--- config.mk ---
export PLATFORM = sky130hd
export DESIGN_NAME = txq_engine
export DESIGN_NICKNAME = d
export VERILOG_FILES = /design/src/rtl/txq_pkg.sv /design/src/rtl/txq_pick.sv /design/src/rtl/txq_regs.sv /design/src/rtl/txq_fsm.sv /design/src/rtl/txq_engine.sv
export SDC_FILE = /design/constraint.sdc
export NUM_CORES = 2
export LEC_CHECK = 0
export BUFFER_PORTS_ARGS = -buffer_cell sky130_fd_sc_hd__buf_2
export CAP_MARGIN = 5
export CORE_UTILIZATION = 37
export DETAILED_ROUTE_END_ITERATION = 12
export RECOVER_POWER = 25
export SYNTH_ARGS = -nofsm -noshare
export SYNTH_HDL_FRONTEND = slang
export SYNTH_HIERARCHICAL = 1
export SYNTH_SLANG_ARGS = --single-unit
--- constraint.sdc ---
create_clock -name clk -period 2.75 [get_ports clk]
set_input_delay 0.4125 -clock clk [delete_from_list [all_inputs] [get_ports clk]]
set_output_delay 0.4125 -clock clk [all_outputs]
set_load 0.01 [all_outputs]
--- src/rtl/txq_pkg.sv ---
package txq_pkg;

    localparam int DATA_W = 32;

    typedef enum logic [3:0] {
        S_IDLE,
        S_FREQ,
        S_FCAP,
        S_CHECK,
        S_BREQ,
        S_BCAP,
        S_BOUT,
        S_WB,
        S_DONE
    } eng_state_t;

    typedef enum logic [1:0] {
        SEL_HEAD = 2'd0,
        SEL_COMP = 2'd1,
        SEL_ERR  = 2'd2,
        SEL_ACT  = 2'd3
    } reg_sel_t;

    // control word of a descriptor, most significant field first
    typedef struct packed {
        logic        own;
        logic        eoq;
        logic [1:0]  tt;
        logic [1:0]  prio;
        logic [1:0]  port;
        logic [3:0]  mbox;
        logic [3:0]  spare;
        logic [15:0] dest;
    } ctrl_word_t;

endpackage

--- src/rtl/txq_pick.sv ---
module txq_pick #(
    parameter int NQ = 16,
    parameter int QW = $clog2(NQ)
) (
    input  logic [NQ-1:0] req,
    output logic          any,
    output logic [QW-1:0] idx
);
    always_comb begin
        any = |req;
        idx = '0;
        for (int i = NQ - 1; i >= 0; i--) begin
            if (req[i]) idx = QW'(i);
        end
    end
endmodule

--- src/rtl/txq_regs.sv ---
module txq_regs
    import txq_pkg::*;
#(
    parameter int NQ = 16,
    parameter int QW = $clog2(NQ),
    parameter int AW = 16
) (
    input  logic          clk,
    input  logic          rst_n,
    input  logic          cpu_wr,
    input  logic [1:0]    cpu_sel,
    input  logic [QW-1:0] cpu_q,
    input  logic [AW-1:0] cpu_wdata,
    output logic [AW-1:0] cpu_rdata,
    input  logic          eng_stop,
    input  logic          eng_adv,
    input  logic [QW-1:0] eng_q,
    input  logic [AW-1:0] eng_next,
    input  logic [AW-1:0] eng_cp,
    output logic [AW-1:0] head [NQ],
    output logic [NQ-1:0] act,
    output logic [NQ-1:0] err
);
    logic [AW-1:0] comp [NQ];

    for (genvar g = 0; g < NQ; g++) begin : g_q
        logic [AW-1:0] head_r, comp_r;
        logic          act_r, err_r;
        logic          hit;

        assign hit = cpu_wr && (cpu_q == QW'(g));

        always_ff @(posedge clk) begin
            if (!rst_n) begin
                head_r <= '0;
                comp_r <= '0;
                act_r  <= 1'b0;
                err_r  <= 1'b0;
            end else begin
                if (eng_stop && eng_q == QW'(g)) begin
                    head_r <= '0;
                    act_r  <= 1'b0;
                end else if (eng_adv && eng_q == QW'(g)) begin
                    comp_r <= eng_cp;
                    head_r <= eng_next;
                    act_r  <= (eng_next != '0);
                end else if (hit && cpu_sel == SEL_HEAD && !act_r && cpu_wdata != '0) begin
                    head_r <= cpu_wdata;
                    act_r  <= 1'b1;
                end
                if (hit && cpu_sel == SEL_HEAD && act_r) begin
                    err_r <= 1'b1;
                end else if (hit && cpu_sel == SEL_ERR) begin
                    err_r <= 1'b0;
                end
            end
        end

        assign head[g] = head_r;
        assign comp[g] = comp_r;
        assign act[g]  = act_r;
        assign err[g]  = err_r;
    end

    always_comb begin
        unique case (cpu_sel)
            SEL_HEAD: cpu_rdata = head[cpu_q];
            SEL_COMP: cpu_rdata = comp[cpu_q];
            SEL_ERR:  cpu_rdata = AW'(err[cpu_q]);
            default:  cpu_rdata = AW'(act[cpu_q]);
        endcase
    end
endmodule

--- src/rtl/txq_fsm.sv ---
module txq_fsm
    import txq_pkg::*;
#(
    parameter int QW    = 4,
    parameter int AW    = 16,
    parameter int LEN_W = 12
) (
    input  logic              clk,
    input  logic              rst_n,
    input  logic              any_req,
    input  logic [QW-1:0]     pick_q,
    input  logic [AW-1:0]     pick_head,
    output logic              mem_rd,
    output logic              mem_wr,
    output logic [AW-1:0]     mem_addr,
    output logic [DATA_W-1:0] mem_wdata,
    input  logic [DATA_W-1:0] mem_rdata,
    output logic              m_valid,
    input  logic              m_ready,
    output logic [7:0]        m_data,
    output logic              m_last,
    output logic [15:0]       m_dest,
    output logic [1:0]        m_prio,
    output logic [1:0]        m_tt,
    output logic [3:0]        m_mbox,
    output logic [1:0]        m_port,
    output logic [LEN_W:0]    m_len,
    output logic              eng_stop,
    output logic              eng_adv,
    output logic [QW-1:0]     eng_q,
    output logic [AW-1:0]     eng_next,
    output logic [AW-1:0]     eng_cp,
    output logic              done_valid,
    output logic [QW-1:0]     done_q,
    output logic [AW-1:0]     done_addr,
    output logic              done_eoq
);
    eng_state_t       state, nstate;
    logic [QW-1:0]    cur_q;
    logic [AW-1:0]    d_addr, d_next, d_buf;
    ctrl_word_t       d_ctrl, ctrl_back;
    logic [LEN_W-1:0] d_lenm1, bcnt;
    logic [1:0]       fcnt;
    logic [DATA_W-1:0] word;
    logic             is_last, at_end;

    assign is_last = (bcnt == d_lenm1);
    assign at_end  = (d_next == '0);

    always_comb begin
        nstate = state;
        unique case (state)
            S_IDLE:  if (any_req) nstate = S_FREQ;
            S_FREQ:  nstate = S_FCAP;
            S_FCAP:  nstate = (fcnt == 2'd3) ? S_CHECK : S_FREQ;
            S_CHECK: nstate = d_ctrl.own ? S_BREQ : S_IDLE;
            S_BREQ:  nstate = S_BCAP;
            S_BCAP:  nstate = S_BOUT;
            S_BOUT: begin
                if (m_ready) begin
                    if (is_last)                nstate = S_WB;
                    else if (bcnt[1:0] == 2'd3) nstate = S_BREQ;
                end
            end
            S_WB:    nstate = S_DONE;
            S_DONE:  nstate = S_IDLE;
            default: nstate = S_IDLE;
        endcase
    end

    always_ff @(posedge clk) begin
        if (!rst_n) begin
            state   <= S_IDLE;
            cur_q   <= '0;
            d_addr  <= '0;
            d_next  <= '0;
            d_buf   <= '0;
            d_ctrl  <= '0;
            d_lenm1 <= '0;
            bcnt    <= '0;
            fcnt    <= '0;
            word    <= '0;
        end else begin
            state <= nstate;
            unique case (state)
                S_IDLE: begin
                    if (any_req) begin
                        cur_q  <= pick_q;
                        d_addr <= pick_head;
                        fcnt   <= '0;
                    end
                end
                S_FCAP: begin
                    unique case (fcnt)
                        2'd0:    d_next  <= mem_rdata[AW-1:0];
                        2'd1:    d_buf   <= mem_rdata[AW-1:0];
                        2'd2:    d_ctrl  <= mem_rdata;
                        default: d_lenm1 <= mem_rdata[LEN_W-1:0];
                    endcase
                    fcnt <= fcnt + 2'd1;
                end
                S_CHECK: bcnt <= '0;
                S_BCAP:  word <= mem_rdata;
                S_BOUT: begin
                    if (m_ready && !is_last) bcnt <= bcnt + 1'b1;
                end
                default: ;
            endcase
        end
    end

    always_comb begin
        ctrl_back     = d_ctrl;
        ctrl_back.own = 1'b0;
        ctrl_back.eoq = at_end;
    end

    always_comb begin
        mem_rd     = 1'b0;
        mem_wr     = 1'b0;
        mem_addr   = d_addr;
        mem_wdata  = ctrl_back;
        m_valid    = 1'b0;
        eng_stop   = 1'b0;
        eng_adv    = 1'b0;
        done_valid = 1'b0;
        unique case (state)
            S_FREQ: begin
                mem_rd   = 1'b1;
                mem_addr = d_addr + AW'(fcnt);
            end
            S_CHECK: eng_stop = !d_ctrl.own;
            S_BREQ: begin
                mem_rd   = 1'b1;
                mem_addr = d_buf + AW'(bcnt >> 2);
            end
            S_BOUT: m_valid = 1'b1;
            S_WB: begin
                mem_wr   = 1'b1;
                mem_addr = d_addr + AW'(2);
            end
            S_DONE: begin
                eng_adv    = 1'b1;
                done_valid = 1'b1;
            end
            default: ;
        endcase
    end

    assign m_data    = word[8*bcnt[1:0] +: 8];
    assign m_last    = is_last;
    assign m_dest    = d_ctrl.dest;
    assign m_prio    = d_ctrl.prio;
    assign m_tt      = d_ctrl.tt;
    assign m_mbox    = d_ctrl.mbox;
    assign m_port    = d_ctrl.port;
    assign m_len     = {1'b0, d_lenm1} + 1'b1;
    assign eng_q     = cur_q;
    assign eng_next  = d_next;
    assign eng_cp    = d_addr;
    assign done_q    = cur_q;
    assign done_addr = d_addr;
    assign done_eoq  = at_end;
endmodule

--- src/rtl/txq_engine.sv ---
module txq_engine #(
    parameter int NQ    = 16,
    parameter int AW    = 16,
    parameter int LEN_W = 12,
    localparam int QW   = $clog2(NQ)
) (
    input  logic             clk,
    input  logic             rst_n,
    input  logic             cpu_wr,
    input  logic [1:0]       cpu_sel,
    input  logic [QW-1:0]    cpu_q,
    input  logic [AW-1:0]    cpu_wdata,
    output logic [AW-1:0]    cpu_rdata,
    output logic [NQ-1:0]    q_active,
    output logic [NQ-1:0]    busy_err,
    output logic             mem_rd,
    output logic             mem_wr,
    output logic [AW-1:0]    mem_addr,
    output logic [31:0]      mem_wdata,
    input  logic [31:0]      mem_rdata,
    output logic             m_valid,
    input  logic             m_ready,
    output logic [7:0]       m_data,
    output logic             m_last,
    output logic [15:0]      m_dest,
    output logic [1:0]       m_prio,
    output logic [1:0]       m_tt,
    output logic [3:0]       m_mbox,
    output logic [1:0]       m_port,
    output logic [LEN_W:0]   m_len,
    output logic             done_valid,
    output logic [QW-1:0]    done_q,
    output logic [AW-1:0]    done_addr,
    output logic             done_eoq
);
    logic [AW-1:0] head [NQ];
    logic          any_req;
    logic [QW-1:0] pick_q, eng_q;
    logic          eng_stop, eng_adv;
    logic [AW-1:0] eng_next, eng_cp;

    txq_pick #(.NQ(NQ), .QW(QW)) u_pick (
        .req (q_active),
        .any (any_req),
        .idx (pick_q)
    );

    txq_regs #(.NQ(NQ), .QW(QW), .AW(AW)) u_regs (
        .clk       (clk),
        .rst_n     (rst_n),
        .cpu_wr    (cpu_wr),
        .cpu_sel   (cpu_sel),
        .cpu_q     (cpu_q),
        .cpu_wdata (cpu_wdata),
        .cpu_rdata (cpu_rdata),
        .eng_stop  (eng_stop),
        .eng_adv   (eng_adv),
        .eng_q     (eng_q),
        .eng_next  (eng_next),
        .eng_cp    (eng_cp),
        .head      (head),
        .act       (q_active),
        .err       (busy_err)
    );

    txq_fsm #(.QW(QW), .AW(AW), .LEN_W(LEN_W)) u_fsm (
        .clk        (clk),
        .rst_n      (rst_n),
        .any_req    (any_req),
        .pick_q     (pick_q),
        .pick_head  (head[pick_q]),
        .mem_rd     (mem_rd),
        .mem_wr     (mem_wr),
        .mem_addr   (mem_addr),
        .mem_wdata  (mem_wdata),
        .mem_rdata  (mem_rdata),
        .m_valid    (m_valid),
        .m_ready    (m_ready),
        .m_data     (m_data),
        .m_last     (m_last),
        .m_dest     (m_dest),
        .m_prio     (m_prio),
        .m_tt       (m_tt),
        .m_mbox     (m_mbox),
        .m_port     (m_port),
        .m_len      (m_len),
        .eng_stop   (eng_stop),
        .eng_adv    (eng_adv),
        .eng_q      (eng_q),
        .eng_next   (eng_next),
        .eng_cp     (eng_cp),
        .done_valid (done_valid),
        .done_q     (done_q),
        .done_addr  (done_addr),
        .done_eoq   (done_eoq)
    );
endmodule

# Word level (Yosys, flattened, before mapping)
# Index checks and enable logic that the tools add are counted.
# classes
muxes	143
n_addsub	6
bitwise_logic	20
n_reduce_logical	232
shifts	1
eq_ne	49
order_cmp	3
# op_table
cell	count
$mux 16	38
$bmux 16 s4	3
$logic_and 1x1->1	129
$pmux 16 s3	2
$mux 4	20
$mux 1	71
$eq 4x4->1 const B	17
$reduce_bool 2->1	34
$eq 4x3->1 const B	12
$reduce_and 2->1	23
$reduce_or 2->1	17
$pmux 4 s8	1
$reduce_bool 16->1	2
$shiftx 32x6->8	1
$eq 4x2->1 const B	6
$pmux 12 s2	1
$logic_not 1->1	18
$not 1->1	18
$add 16x10->16	1
$add 16x2->16	1
$add 16x2->16 const B	1
$logic_not 16->1	1
$reduce_or 16->1	1
$add 12x1->13 const B	1
other kinds (21)	35
# word_totals
in_bits	58
register_bits	689
output_inout_bits	169

# Longest topological paths before layout
# depth
ltp_word	20
depth_mapped	12
depth_no_buf	9

# By module
# Netlist, hierarchy kept.
# by_module_without_submodules
module	seq_area_each_um2	area_per_inst_um2	n_inst	cells_each
txq_regs	10890.4	28967.8	1	2681
txq_fsm	2902.8	8155.3	1	1031
txq_engine	0.0	1933.1	1	137
txq_pick	0.0	176.4	1	34

# Least setup slack after synthesis
# Ideal clock, no wire load.
# synth_timing
kind	reg2reg
from	reg u_fsm.state[3]
to	reg u_regs.g_q[11].head_r[10]
path_slack_ns	0.050
setup_time_ns	0.138
path_stages_with_launch	11
t_required_ns	2.612
arrival_time_ns	2.563
path_cell_list	dfxtp_1 -> clkbuf_1 -> nor2_1 -> nand3_1 -> nor2_1 -> buf_4 -> buf_2 -> nand3b_1 -> o21ai_0 -> clkbuf_1 -> a211oi_1
# synth_via
elab_chain_len	4
# synth_rtl
element	line	rtl
start: declaration	txq_fsm.sv:38	eng_state_t state, nstate;
start signal: assignment	txq_fsm.sv:84	state <= nstate;
$eq 4x2->1	txq_fsm.sv:127	unique case (state)
$mux 1	txq_fsm.sv:127	
named net eng_stop	txq_engine.sv:39	logic eng_stop, eng_adv;
$logic_and 1x1->1	txq_regs.sv:40	if (eng_stop && eng_q == QW'(g)) begin
$reduce_or 2->1 (no source line)	-	
end signal: assignment	txq_regs.sv:45	head_r <= eng_next;
end signal: assignment	txq_regs.sv:48	head_r <= cpu_wdata;
end: declaration	txq_regs.sv:27	logic [AW-1:0] head_r, comp_r;
# The timed path passes the listed nets, and every way through them passes these cells.
# A chain may end at the register's enable or synchronous reset.

# Worst setup path in the final report
# layout_timing
from	reg u_regs.g_q[14].head_r[0]
to	out cpu_rdata[0]
# layout_via
elab_chain_len	4
# layout_rtl
element	line	rtl
start: declaration	txq_regs.sv:27	
start signal: assignment	txq_regs.sv:45	
start signal: assignment	txq_regs.sv:48	
$bmux 16 s4	txq_regs.sv:67	SEL_HEAD: cpu_rdata = head[cpu_q];
$mux 16 (not written as such) (2 in series)	txq_regs.sv:67	
$pmux 16 s3	txq_regs.sv:66	unique case (cpu_sel)
end: declaration	txq_engine.sv:13	output logic [AW-1:0] cpu_rdata,
# No other way between the ends. The select of a mux whose other input is x is not followed.

==> flow_summary.yaml <==
outcome:
  status: "finished with violations"
  failed_checks: "negative setup slack"
place:
  gp_congestion: 0.983
  place_area_um2: 43900
  io_buffer_count: 225
  post-dp-hpwl_mm: 107
clock_tree:
  root_buffer: "clkbuf_16"
  hold_buffers: 0
  path_clk_slew_ns: 0.06
  tritoncts: "yes"
  cts_sinks: 689
  numCtsBuffers: 80
  clk_latency_ns: 0.68
  h-tree-depth: 3
  clockBufferDepth: 3
power:
  fin_total_pwr_uw: 25100
  leakage_uw: 0.0155
  ir_worst_vdd_mv: 0.552
  p_per_area_nw_per_um2: 529
sta:
  fin_ws_ns: -0.537
  maxSlewHeadroom: 0.234
  fin_crit_sh: 1.20
  clock.fmax_mhz: 304
  rsz0062_at_grt: "true"
  fin_crit_ns: 3.29
  skew_ns: 0.0503
  tightestPinTransition_ns: 1.14
  setup_viol: 48
  whs_ns: 0.0158
  finalHoldViolations: 0
  slew_violations: 0
logic_synthesis:
  synth_seq_cells: 689
  synth-edff-count: 0
  ys_types: 82
  synth_ff_type: "dfxtp_1"
  avgSynthCellArea_um2: 10.1
  syn_nets: 3963
  syn-instance-count: 3883
  async_reset_ff_frac: 0
  synthesis.area_um2: 39200
  seq_area_frac_synth: 0.352
  yosys_warnings: 6
worst_setup_path:
  startpoint_type: "flip-flop"
  arrival_ns: 2.87
  crit_required_ns: 2.34
  crit_fanout: 2
  critPathKind: "flip-flop to output pin"
  cp-end-kind: "output pin"
layout:
  nets: 4221
  mostFrequentLayoutCell: "dfxtp_1"
  design_area_um2: 47400
  fillers: 9914
  syn_to_final_growth_pct: 20.8
  seqCellArea_um2: 13800
  mostFrequentLayoutCells: "dfxtp_1 (669), mux2i_1 (557), a211oi_1 (536)"
  drive_above_1_share: 0.256
  multi_input_area_um2: 23300
die:
  pin_count: 227
  fp.coreArea_um2: 105000
  initial_core_util: 0.373
  rows: 119
  die_w_um: 328
  dieArea_um2: 107000
  fp.dieH_um: 328
run:
  maxCapViolCount: 0
routing:
  final_antenna_net_count: 0
  drtPass1Iterations: 8
  vias: 34086
  drc: 0
  drtIter0Drc: 3865
  wirelength_mm: 153
  routedWlPerCell_um: 27.4
  vias_per_cell: 6.09
hold_path:
  worst_hold_path_type: "input pin to flip-flop"
global_routing:
  grt_overflow: 0
  grt_pass1_wl_mm: 222
  antenna_found_initial: 7
  grtUsageTotal: 0.274
  grt_pass1_vias: 32403
  grt_max_degree: 142
timing repair:
| item | in CTS | in global routing |
|---|---|---|
| pin swaps | 28 | 38 |
| setup buffers | 7 | 26 |
| cloned | 2 | 3 |
| endpoints found under the setup margin | 35 | 56 |
| gates resized for setup | 89 | 62 |
final timing paths:
path | from | to | slack [ns] | cells past startpoint
hold / removal | mem_rdata[30] | u_fsm/word[30]$_SDFFE_PN0P_ | 0.02 | 3
setup / recovery | u_regs/g_q[14].head_r[0]$_SDFFE_PP0P_ | cpu_rdata[0] | -0.54 | 5
hold reg to reg | u_fsm/word[11]$_SDFFE_PN0P_ | u_fsm/word[11]$_SDFFE_PN0P_ | 0.46 | 2
setup reg to reg | u_regs/g_q[15].act_r$_SDFFE_PP0P_ | u_fsm/done_addr[1]$_SDFFE_PN0P_ | -0.33 | 13
sequential cells by signal, summed over array words and instances (netlist names):
name / flops
u_regs/g_q.comp_r: 256
u_regs/g_q.head_r: 256
u_fsm/word: 32
u_fsm/d_buf: 16
u_fsm/done_addr: 16
u_fsm/eng_next: 16
u_fsm/m_dest: 16
u_regs/g_q.act_r: 16
u_regs/g_q.err_r: 16
u_fsm/bcnt: 12
u_fsm/d_lenm1: 12
u_fsm/done_q: 4
u_fsm/m_mbox: 4
u_fsm/mem_wdata: 4
u_fsm/state: 4
u_fsm/fcnt: 2
u_fsm/m_port: 2
u_fsm/m_prio: 2
u_fsm/m_tt: 2
u_fsm/d_ctrl: 1
area by class of cell:
cell class,count,area share
Sequential cell,689,0.292
Timing Repair Buffer,694,0.121
Inverter,34,0.00272
Antenna cell,4,0.000211
Multi-Input combinational cell,2642,0.491
Clock buffer,110,0.0476
Clock inverter,32,0.00955
Tap cell,1391,0.0367
critical path, cell delays in order (launching register included):
cell and delay, ns:
dfxtp_2 0.34, mux4_2 0.49, mux4_2 0.60, nor3b_4 0.20, or4_4 0.44, buf_6 0.14
routing by layer:
| metal | vias to the layer above | global-route usage | wire (um) |
|---|---|---|---|
| li1 | 14960 | - | - |
| met3 | 396 | 0.0617 | 14600 |
| met4 | 4 | 0.129 | 7580 |
| met2 | 1835 | 0.416 | 67600 |
| met5 | - | 0 | 28 |
| met1 | 16891 | 0.369 | 63300 |
Yosys cell counts, types with 6 or more instances:
master,count,area share
a2111oi_0,14,0.0031
a211oi_1,542,0.10
a21boi_0,144,0.028
a21o_1,20,0.0038
a21oi_1,23,0.0029
a22o_1,15,0.0033
a22oi_1,39,0.0075
and2_1,7,0.0011
and3_1,17,0.0027
buf_1,22,0.0021
buf_2,116,0.015
buf_4,151,0.029
buf_6,9,0.0026
clkbuf_1,219,0.021
dfxtp_1,689,0.35
ha_1,20,0.0064
inv_1,33,0.0032
mux2i_1,559,0.14
mux4_1,12,0.0080
mux4_2,197,0.11
nand2_1,333,0.032
nand2b_1,8,0.0013
nand3_1,44,0.0056
nand3b_1,7,0.0013
nand4_1,7,0.0011
nor2_1,56,0.0054
nor2_2,12,0.0019
nor2b_1,281,0.045
nor3_1,36,0.0046
nor3_2,15,0.0038
nor4_1,18,0.0029
o211ai_1,12,0.0023
o21ai_0,40,0.0051
o21ai_1,17,0.0022
o31ai_1,7,0.0013
or2_2,6,0.00096
xnor2_1,18,0.0040
xor2_1,22,0.0049
kinds of logic (layout without fill, tap and decap cells):
family,after synthesis,in the layout,share of synthesized area
AOI/OAI and AO/OA,922,922,0.175
and+or+nand+nor,888,889,0.120
muxes,768,768,0.264
DFF,689,689,0.352
buffers and inverters,553,870,0.0730
xor gates and xnor gates,40,40,0.00893
adders and majority gates,22,22,0.00740
other,1,5,0.0000956
stage by stage:
stage	setup TNS (ns)	worst slack [ns]	cells	util
after floorplan	0	0.0499	3883	-
after global placement	-13.67	-0.617	5414	0.417
after detailed placement	-13.24	-0.581	5414	0.417
after global routing	-17.75	-0.549	5593	0.450
final	-15.24	-0.537	5596	0.450
after CTS	-7.71	-0.528	5565	0.447
where the power goes:
part	internal [uW]	total [uW]	switching [uW]	leakage (uW)
Clock	6380	11100	4700	0.00132
Sequential	10100	10300	172	0.00556
Combinational	1260	3690	2430	0.00857
Total	17800	25100	7300	0.0155
Note: power is estimated with default switching activity, not from simulation.
